[src/rtl/capture_timer.sv]
module capture_timer #(
  parameter int W = 16
) (
  input  logic         clk,
  input  logic         rst_n,
  input  logic         tick,
  input  logic         ext_cnt_pin,
  input  logic         cap_pin,
  input  logic         ctl_we,
  input  logic [5:0]   ctl_wdata,
  input  logic         reload_we,
  input  logic [W-1:0] reload_wdata,
  input  logic         cnt_we,
  input  logic [W-1:0] cnt_wdata,
  input  logic         flag_we,
  input  logic [1:0]   flag_wdata,
  input  logic         dma_ack,
  output logic [W-1:0] count,
  output logic [W-1:0] capture,
  output logic         unf_flag,
  output logic         cap_flag,
  output logic         unf_irq,
  output logic         cap_irq,
  output logic         dma_req
);

  logic [5:0]   ctl;
  logic [W-1:0] reload;
  logic [2:0]   cap_sh, ext_sh;

  wire       src_ext = ctl[5];
  wire [1:0] mode    = ctl[4:3];
  wire       unie    = ctl[2];
  wire [1:0] esel    = ctl[1:0];

  function automatic logic hit(input logic cur, input logic prv, input logic [1:0] sel);
    if (sel[1]) return cur ^ prv;
    if (sel[0]) return prv & ~cur;
    return cur & ~prv;
  endfunction

  wire cap_edge = hit(cap_sh[1], cap_sh[2], esel);
  wire ext_edge = hit(ext_sh[1], ext_sh[2], esel);
  wire cap_evt  = cap_edge & mode[1];
  wire dec_en   = src_ext ? ext_edge : tick;
  wire unf_evt  = dec_en & ~cnt_we & (count == '0);

  always_ff @(posedge clk or negedge rst_n) begin
    if (!rst_n) begin
      cap_sh <= '0;
      ext_sh <= '0;
    end else begin
      cap_sh <= {cap_sh[1:0], cap_pin};
      ext_sh <= {ext_sh[1:0], ext_cnt_pin};
    end
  end

  always_ff @(posedge clk or negedge rst_n) begin
    if (!rst_n) begin
      ctl    <= '0;
      reload <= '0;
    end else begin
      if (ctl_we)    ctl    <= ctl_wdata;
      if (reload_we) reload <= reload_wdata;
    end
  end

  always_ff @(posedge clk or negedge rst_n) begin
    if (!rst_n)       count <= '0;
    else if (cnt_we)  count <= cnt_wdata;
    else if (unf_evt) count <= reload;
    else if (dec_en)  count <= count - 1'b1;
  end

  always_ff @(posedge clk or negedge rst_n) begin
    if (!rst_n) begin
      unf_flag <= 1'b0;
      cap_flag <= 1'b0;
      capture  <= '0;
    end else begin
      if (unf_evt)                        unf_flag <= 1'b1;
      else if (flag_we && !flag_wdata[0]) unf_flag <= 1'b0;
      if (cap_evt)                        cap_flag <= 1'b1;
      else if (flag_we && !flag_wdata[1]) cap_flag <= 1'b0;
      if (cap_evt && !cap_flag)           capture  <= count;
    end
  end

  always_ff @(posedge clk or negedge rst_n) begin
    if (!rst_n)       dma_req <= 1'b0;
    else if (dma_req) dma_req <= ~dma_ack;
    else              dma_req <= cap_evt;
  end

  assign unf_irq = unie & unf_flag;
  assign cap_irq = (mode == 2'b11) & cap_flag;

  a_r2_wrap_reload: assert property (@(posedge clk) disable iff (!rst_n)
    (dec_en && !cnt_we && count == '0) |=> (count == $past(reload) && unf_flag));
  a_r2_step_down: assert property (@(posedge clk) disable iff (!rst_n)
    (dec_en && !cnt_we && count != '0) |=> (count == $past(count) - 1'b1));
  a_r3_unf_irq_needs_flag: assert property (@(posedge clk) disable iff (!rst_n)
    unf_irq |-> unf_flag);
  a_r5_capture_held: assert property (@(posedge clk) disable iff (!rst_n)
    cap_flag |=> $stable(capture));
  a_r6_req_held: assert property (@(posedge clk) disable iff (!rst_n)
    (dma_req && !dma_ack) |=> dma_req);
  a_r7_ack_drops: assert property (@(posedge clk) disable iff (!rst_n)
    (dma_req && dma_ack) |=> !dma_req);
  a_r8_disabled_quiet: assert property (@(posedge clk) disable iff (!rst_n)
    (!mode[1] && !dma_req) |=> (!dma_req && $stable(capture)));
  a_r9_cap_irq_needs_flag: assert property (@(posedge clk) disable iff (!rst_n)
    cap_irq |-> cap_flag);
  a_r10_set_wins: assert property (@(posedge clk) disable iff (!rst_n)
    cap_evt |=> cap_flag);

endmodule

[config.mk]
export PLATFORM = sky130hd
export DESIGN_NAME = capture_timer
export DESIGN_NICKNAME = d
export VERILOG_FILES = /design/src/rtl/capture_timer.sv
export SDC_FILE = /design/constraint.sdc
export NUM_CORES = 1
export LEC_CHECK = 0
export ABC_AREA = 1
export BUFFER_PORTS_ARGS = -buffer_cell sky130_fd_sc_hd__buf_2
export CORE_MARGIN = 3
export CORE_UTILIZATION = 30
export DETAILED_ROUTE_END_ITERATION = 10
export SLEW_MARGIN = 40
export SYNTH_ARGS = -nofsm -noshare
export SYNTH_HDL_FRONTEND = slang
export SYNTH_SLANG_ARGS = --single-unit
[constraint.sdc]
create_clock -name clk -period 1.65 [get_ports clk]
set_input_delay 0.165 -clock clk [delete_from_list [all_inputs] [get_ports clk]]
set_output_delay 0.165 -clock clk [all_outputs]
set_load 0.03 [all_outputs]
==> impl_metrics.tcl, run 1 <==
set metrics [dict create \
    port_buffers 86 \
    syn_area_um2 3280 \
    final_cells 661 \
    dp_cells 631 \
    slew_headroom_pct 76.3 \
    drt_wl_total_mm 9.03 \
    crit_required_ns 1.93 \
    ys_ff_latch 63 \
    grt_pass1_wl_mm 14.9 \
    synthCells 408 \
    drt-initial-drc-count 160 \
    fin_crit_ns 1.65 \
    ant_nets 0 \
    layout_common_cells "nand2_1, buf_2, dfrtp_1" \
    cts.sinks 63 \
    fin_total_pwr_mw 5.77 \
    net-switching-power_mw 2.23 \
    clockBufferDepth 2 \
    antenna_cells 0 \
    fin_skew_ns 0.0143 \
    htreeDepth 3 \
    synth_top_cell_area_share_pct 48.1 \
    async_flop_share_pct 100 \
    critPathCaptureType "register" \
    status "finished clean" \
    synth_compound_area_share_pct 6.64 \
    synth_fp_nets 463 \
    synth_edf_count 0 \
    mostFrequentLayoutCell "nand2_1" \
    firstDrtPassIters 4 \
    ys_seq_area_share_pct 48.1 \
    hpwl_mm 6.48 \
    r2r_cells 10 \
    cts_root_buf "clkbuf_8" \
    synth_area_leaders "dfrtp_1, nand2_1, o21ai_0" \
    p_clk_share_pct 26.9 \
    num_vias 3055 \
    power_frac_seq_pct 36.9 \
    hold_path_depth 3 \
    synthMuxAreaShare_pct 5.84 \
    fin_util_pct 42.7 \
    min_path_type "in -> reg" \
    finalHoldViolations 0 \
    cts_tree "built" \
    synthSimpleGateAreaFrac_pct 27.4 \
    ioPinCount 87 \
    grtUsageTotal_pct 14.7 \
    grt_start_max_net_pins 64 \
    avgViaCountPerCell 4.62 \
    die_h_um 111 \
    setup_viol 0 \
    start_util_pct 31.3 \
    routedWlPerCell_um 13.7 \
    syn_avg_cell_area_um2 8.03 \
    vdd_drop_max_mv 0.524 \
    switching_share_pct 38.6 \
    ys.flop_type "dfrtp_1" \
    synth_fa_ha_area_share_pct 1.91 \
    stdcell_area_um2 4460 \
    numCtsBuffers 9 \
    setup_tns_ns 0 \
    row_count 37 \
    design.core.area_um2 10500 \
    placed_cell_area_um2 4000 \
    grt_pass1_vias 2974 \
    gp_congestion 0.797 \
    grt-ovfl-total 0 \
    antenna_found_initial 0 \
    die_w_um 111 \
    max_freq_mhz 606 \
    tightest_slew_ns 0.355 \
    ys_types 25 \
    finalNetCount 575 \
    final_layout_size_suffix_gt1_share_pct 32.8 \
    cp.arrival_ns 1.93 \
    p_per_area_nw_per_um2 1290 \
    synth_largest_area_cell "dfrtp_1" \
    clk_pin_slew_ns 0.08 \
    p_leak_nw 2.39 \
    start_kind "register" \
    clock_latency_ns 0.34 \
    max_cap_violations 0 \
    finalMaxSlewViolations 0 \
    synthToLayoutAreaGrowth_pct 36.1 \
    cp_max_fo 8 \
    r2r_setup_slack_ns 0.001 \
    yosysWarnings 0 \
    power_frac_comb_pct 36.3 \
    die_area_um2 12200 \
    drc 0 \
    synth_top_family_by_area "simple AND/OR/NAND/NOR gates" \
    internal_power_mw 3.54 \
    period_share_pct 99.9 \
    rsz0062_at_grt "yes" \
    n_fill_cell 1123 \
    synth_xor_xnor_area_share_pct 1.60 \
    crit_type "reg -> reg" \
]
-- area by class of cell --
cell class,instances,area (µm²),share of cell area (%)
clock buffers,13,159,3.56
clock inverters,3,65.1,1.46
inverters,54,211,4.74
multi-input cells,277,1520,34.0
flip-flops and latches,63,1580,35.4
well taps,136,170,3.81
repair buffers,115,759,17.0
-- what timing repair did --
action,CTS,global route
hold buffers,4,0
gates cloned,1,3
buffers inserted,2,4
resized for setup,7,12
setup endpoints to repair,16,33
pin swaps,4,10
hold endpoints to repair,66,0
-- power by group through the flow --
stage / sequential [mW] / combinational, mW / clock, mW
after detailed placement: 2.15 / 1.98 / 0
final: 2.13 / 2.09 / 1.55
after global placement: 2.15 / 1.95 / 0
after floorplan: 2.73 / 0.693 / 0
after CTS: 2.12 / 2.03 / 1.57
after global routing: 2.18 / 2.30 / 1.64
-- stage by stage --
| stage | hold slack, ns | worst slack (ns) |
|---|---|---|
| floorplan | -0.131 | -0.0473 |
| global placement | 0.200 | -0.0653 |
| detailed placement | 0.211 | -0.0568 |
| CTS | 0.0153 | 0.00181 |
| global route | 0.0485 | -0.114 |
| finish | 0.0254 | 0.000972 |
-- flip-flops by register name, indices dropped and copies added (netlist names) --
register / count
ext_sh: 3
count: 16
dma_req: 1
ctl: 6
unf_flag: 1
capture: 16
cap_sh: 3
cap_flag: 1
reload: 16
-- final timing paths --
| check | endpoint | start |
|---|---|---|
| worst max-delay path | count[12] | ext_sh[1] |
| worst min-delay path | ctl[4] | ctl_wdata[4] |
| worst max register to register | count[12] | ext_sh[1] |
| worst min register to register | cap_sh[1] | cap_sh[0] |
| max in group asynchronous | capture[4] | rst_n |
| min in group asynchronous | cap_sh[0] | rst_n |
-- kinds of logic (layout without fill, tap and decap cells) --
group / Yosys count / count (layout)
xor gates and xnor gates: 6 / 6
and+or+nand+nor: 204 / 206
AOI/OAI and AO/OA: 43 / 43
DFF: 63 / 63
muxes: 17 / 17
adders and majority gates: 5 / 5
buffers and inverters: 70 / 185
-- Yosys cell counts (3+ instances only) --
cell      count
nand2_1     130
dfrtp_1      63
inv_1        50
o21ai_0      39
nand3_1      28
nor2_1       21
mux2_2       17
nand4_1      16
clkbuf_1      8
xor2_1        6
buf_2         5
ha_1          5
inv_2         4
a21oi_1       3
nand2_2       3
-- critical path, stage by stage (launching register included) --
cell,delay [ns]
dfrtp_1,0.41
inv_2,0.08
ha_4,0.19
a21oi_2,0.14
nand2_2,0.11
nand2_4,0.16
clkbuf_16,0.18
nand4_1,0.10
nand3_1,0.11
nand2_1,0.05
nand2_1,0.05
-- metal layers --
metal,wire length [µm],track usage (%),up-vias
met5,0,0,-
met3,484,3.89,10
met4,119,4.52,0
met2,4250,23.3,86
li1,-,-,1527
met1,4180,19.8,1432
Power figures use the tool's default switching activity.
==> run 2, diff against run 1 <==
- CORE_ASPECT_RATIO: default -> 1.25
==> impl_metrics.tcl, run 2 (synthesis results as in run 1) <==
set metrics [dict create \
    fin_total_pwr_mw 6.07 \
    fin_util_pct 43.6 \
    row_count 42 \
    hpwl_mm 6.48 \
    final_cells 662 \
    status "finished, violations left" \
    multi_input_area_um2 1560 \
    grt_util_met3_pct 3.35 \
    final_layout_size_suffix_gt1_share_pct 35.3 \
    crit_required_ns 1.86 \
    ant_nets 0 \
    regArea_um2 1580 \
    n_fill_cell 1102 \
    cp_max_fo 6 \
    crit_path_max_incr_delay_ns 0.42 \
    grt_start_max_net_pins 64 \
    die_area_um2 12200 \
    finalMaxSlewViolations 0 \
    top_regs "capture (16), count (16), reload (16)" \
    setup_viol 14 \
    finalNetCount 580 \
    clk_pin_slew_ns 0.05 \
    grt_pass1_vias 2975 \
    vdd_drop_max_mv 0.430 \
    dp_cells 629 \
    crit_type "reg -> reg" \
    grt.met1_usage_pct 18.4 \
    slowest_stage "dfrtp_2" \
    die_w_um 99.5 \
    hold_slack_ns 0.0464 \
    max_freq_mhz 591 \
    use_met2_pct 24.2 \
    ioPinCount 87 \
    crit_top_cell "nand2_4" \
    antenna_cells 0 \
    setup_ws_ns -0.0434 \
    gp_congestion 0.846 \
    crit_path_cell_trace "inv_4 -> ha_4 -> nand2_4 -> nor2_4 -> nand2_4 -> nor2_8 -> nand3_4 -> buf_4 -> o211ai_1 -> nand2_1" \
    violations "negative setup slack" \
    design.core.area_um2 10600 \
    cts.sinks 63 \
    cts_tree "built" \
    layout_common_cells "nand2_1, buf_2, dfrtp_1" \
    dp_slack_ns -0.0658 \
    synthToLayoutAreaGrowth_pct 41.0 \
    numCtsBuffers 9 \
    mostFrequentLayoutCell "nand2_1" \
    fin_crit_ns 1.69 \
    grt_pass1_wl_mm 14.2 \
    max_cap_violations 0 \
    rsz0062_at_grt "yes" \
    critPathCaptureType "register" \
    firstDrtPassIters 4 \
    setup_tns_ns -0.219 \
    num_vias 3033 \
    fin_skew_ns 0.00412 \
    cp.arrival_ns 1.91 \
    p_leak_nw 2.46 \
    grt-ovfl-total 0 \
    die_h_um 123 \
    min_path_type "in -> reg" \
    clock_latency_ns 0.33 \
    drc 0 \
    busiest_layer "met2" \
    routedWlPerCell_um 13.7 \
    slew_headroom_pct 76.1 \
    placed_cell_area_um2 4020 \
    avgViaCountPerCell 4.58 \
    finalHoldViolations 0 \
    drt-initial-drc-count 183 \
    clockBufferDepth 2 \
    antenna_found_initial 0 \
    port_buffers 86 \
    start_util_pct 30.9 \
    p_per_area_nw_per_um2 1310 \
    period_share_pct 103 \
    stdcell_area_um2 4620 \
    drt_wl_total_mm 9.09 \
    grtUsageTotal_pct 14.8 \
    cts_root_buf "clkbuf_16" \
    tightest_slew_ns 0.358 \
    start_kind "register" \
    htreeDepth 3 \
]
## run 2: cell types whose count changed in the layout (fill, tap and decap cells not counted), sizes merged
| cell | previous run | this run |
|---|---|---|
| buf | 109 | 112 |
| clkinv | 1 | 3 |
| clkbuf | 15 | 16 |
| bufinv | 2 | 0 |
| nand3 | 31 | 32 |
## run 2: worst paths after layout
check,from,to,slack (ns),depth (start not counted)
max in group asynchronous,rst_n,count[0],0.96,3
worst min-delay path,ctl_wdata[4],ctl[4],0.05,3
worst min register to register,ext_sh[0],ext_sh[1],0.35,0
worst max register to register,count[0],unf_flag,-0.04,10
worst max-delay path,count[0],unf_flag,-0.04,10
min in group asynchronous,rst_n,capture[8],0.37,3
## run 2: what timing repair did
| item | CTS | global route |
|---|---|---|
| endpoints found under the setup margin | 16 | 29 |
| hold endpoints to repair | 66 | 0 |
| gates cloned | 1 | 5 |
| resized for setup | 4 | 21 |
| setup buffers | 1 | 6 |
| pin swaps | 1 | 18 |
| hold buffers | 4 | 0 |
## run 2: final cells by class
cell class	instances	share of cell area, %
flip-flops and latches	63	34.2
clock buffers	13	6.06
well taps	132	3.57
inverters	54	4.57
multi-input cells	278	33.7
repair buffers	119	17.6
clock inverters	3	0.325
## run 2: report_power, final
group	internal [mW]	switching, mW	leakage (nW)
Combinational	0.735	1.39	1.56
Clock	1.17	0.644	0.151
Sequential	1.90	0.230	0.755
Total	3.80	2.27	2.46
## run 2: layer usage
metal | share of wire (%) | wire, µm
met1 | 42 | 3860
met3 | 4.3 | 391
met5 | 0 | 0
met4 | 2.0 | 186
met2 | 51 | 4650
## run 2: critical path: cells and delay by family (launching register included)
| kind | cells | cell delay (ns) |
|---|---|---|
| simple gates | 6 | 0.70 |
| compound gates | 1 | 0.07 |
| fa+ha+maj | 1 | 0.15 |
| buf+inv | 2 | 0.25 |
| flops | 1 | 0.42 |
==> run 3, diff against run 2 <==
- CORE_UTILIZATION: 30 -> 48
- PLACE_DENSITY: default -> 0.77
==> impl_metrics.tcl, run 3 (synthesis results as in run 1) <==
set metrics [dict create \
    grt_pass1_wl_mm 13.0 \
    die_h_um 98.4 \
    synthToLayoutAreaGrowth_pct 35.5 \
    fin_skew_ns 0.0126 \
    routedWlPerCell_um 13.6 \
    ioPinCount 87 \
    clk_pin_slew_ns 0.07 \
    violations "negative setup slack" \
    final_layout_size_suffix_gt1_share_pct 34.4 \
    fin_util_pct 67.2 \
    start_kind "register" \
    power_frac_comb_pct 37.5 \
    start_util_pct 49.6 \
    die_area_um2 7860 \
    crit_required_ns 1.93 \
    p_leak_nw 2.40 \
    fin_crit_ns 1.65 \
    num_vias 3076 \
    mostFrequentLayoutCell "nand2_1" \
    antenna_found_initial 0 \
    grtUsageTotal_pct 21.0 \
    min_path_type "in -> reg" \
    antenna_cells 0 \
    tightest_slew_ns 0.343 \
    grt_start_max_net_pins 64 \
    cts_root_buf "clkbuf_8" \
    p_clk_share_pct 24.2 \
    power_frac_seq_pct 38.3 \
    port_buffers 86 \
    hpwl_mm 5.73 \
    gp_congestion 0.906 \
    clock_latency_ns 0.34 \
    cts_tree "built" \
    internal_power_mw 3.39 \
    top_regs "capture (16), count (16), reload (16)" \
    n_fill_cell 566 \
    max_cap_violations 0 \
    avgViaCountPerCell 5.02 \
    finalNetCount 577 \
    drt_wl_total_mm 8.33 \
    grt_pass1_vias 2797 \
    fin_total_pwr_mw 5.59 \
    setup_ws_ns -0.000362 \
    crit_type "reg -> reg" \
    period_share_pct 100 \
    layout_common_cells "nand2_1, buf_2, dfrtp_1" \
    design.core.area_um2 6610 \
    htreeDepth 3 \
    setup_viol 1 \
    cp.arrival_ns 1.93 \
    regArea_um2 1580 \
    critPathCaptureType "register" \
    slew_headroom_pct 77.1 \
    row_count 33 \
    p_per_area_nw_per_um2 1260 \
    net-switching-power_mw 2.20 \
    vdd_drop_max_mv 0.652 \
    hold_slack_ns 0.0287 \
    finalMaxSlewViolations 0 \
    finalHoldViolations 0 \
    max_freq_mhz 606 \
    ant_nets 0 \
    drc 0 \
    numCtsBuffers 9 \
    switching_share_pct 39.4 \
    dp_slack_ns -0.0982 \
    grt-ovfl-total 0 \
    rsz0062_at_grt "yes" \
    multi_input_area_um2 1580 \
    status "finished, violations left" \
    die_w_um 79.9 \
    clockBufferDepth 2 \
    firstDrtPassIters 5 \
    drt-initial-drc-count 272 \
    cts.sinks 63 \
    cp_max_fo 6 \
]
==> run 3: cell count changes in the layout (fill, tap and decap cells not counted), moves of 2 or more <==
cell       change
buf_4          -2
clkbuf_16     -10
clkbuf_8       +7
clkinv_2       -2
ha_1           -2
nand2_1        +7
nand2_2        -8
o21ai_0        -2
==> run 3: final timing paths <==
check / from / endpoint / slack, ns / cells after the start
worst max register to register: count[0] / count[1] / -0.0004 / 11
min in group asynchronous: rst_n / capture[8] / 0.37 / 3
worst min register to register: ext_sh[0] / ext_sh[1] / 0.35 / 0
max in group asynchronous: rst_n / count[1] / 1.00 / 3
worst min-delay path: ctl_wdata[4] / ctl[4] / 0.03 / 3
worst max-delay path: count[0] / count[1] / -0.0004 / 11
==> run 3: repair_timing <==
action,CTS,global route
gates cloned,2,3
endpoints found under the setup margin,16,33
buffers inserted,2,7
hold endpoints to repair,66,0
gates resized for setup,8,21
pin swaps,4,15
hold buffers,4,0
==> run 3: layout make-up <==
class | count | area share, %
Clock inverter | 3 | 0.958
Tap cell | 87 | 2.45
Multi-Input combinational cell | 278 | 35.5
Clock buffer | 12 | 3.49
Inverter | 54 | 4.76
Sequential cell | 63 | 35.6
Timing Repair Buffer | 116 | 17.3
==> run 3: worst max-delay path: stages, from the launching register on <==
cell     delay, ns
dfrtp_2       0.43
inv_4         0.08
ha_4          0.15
nand2_4       0.06
nor2_4        0.11
nand2_4       0.08
nor2_8        0.19
buf_4         0.17
nand4_1       0.10
nand3_1       0.10
nand2_1       0.06
nand2_1       0.05
==> run 3: routing by layer <==
metal	wire length (µm)	track usage, %	vias up
met5	0	0	-
met4	127	8.19	0
met3	383	4.89	12
met2	4250	32.8	85
met1	3570	28.1	1442
li1	-	-	1537
==> run 3: power groups by stage <==
stage | Clock [mW] | Combinational (mW) | Sequential, mW
2_1_floorplan | 0 | 0.693 | 2.73
3_3_place_gp | 0 | 1.92 | 2.14
3_5_place_dp | 0 | 1.94 | 2.16
4_1_cts | 1.38 | 1.98 | 2.13
5_1_grt | 1.45 | 2.29 | 2.18
6_report | 1.35 | 2.10 | 2.14
==> run 3: stage by stage <==
step	instance area, µm²	std cells	setup TNS (ns)
floorplan	3300	408	-0.317
global placement	3940	580	-0.724
detailed placement	3940	580	-1.30
CTS	4250	603	-0.00582
global route	4440	613	-1.06
finish	4440	613	-0.000362
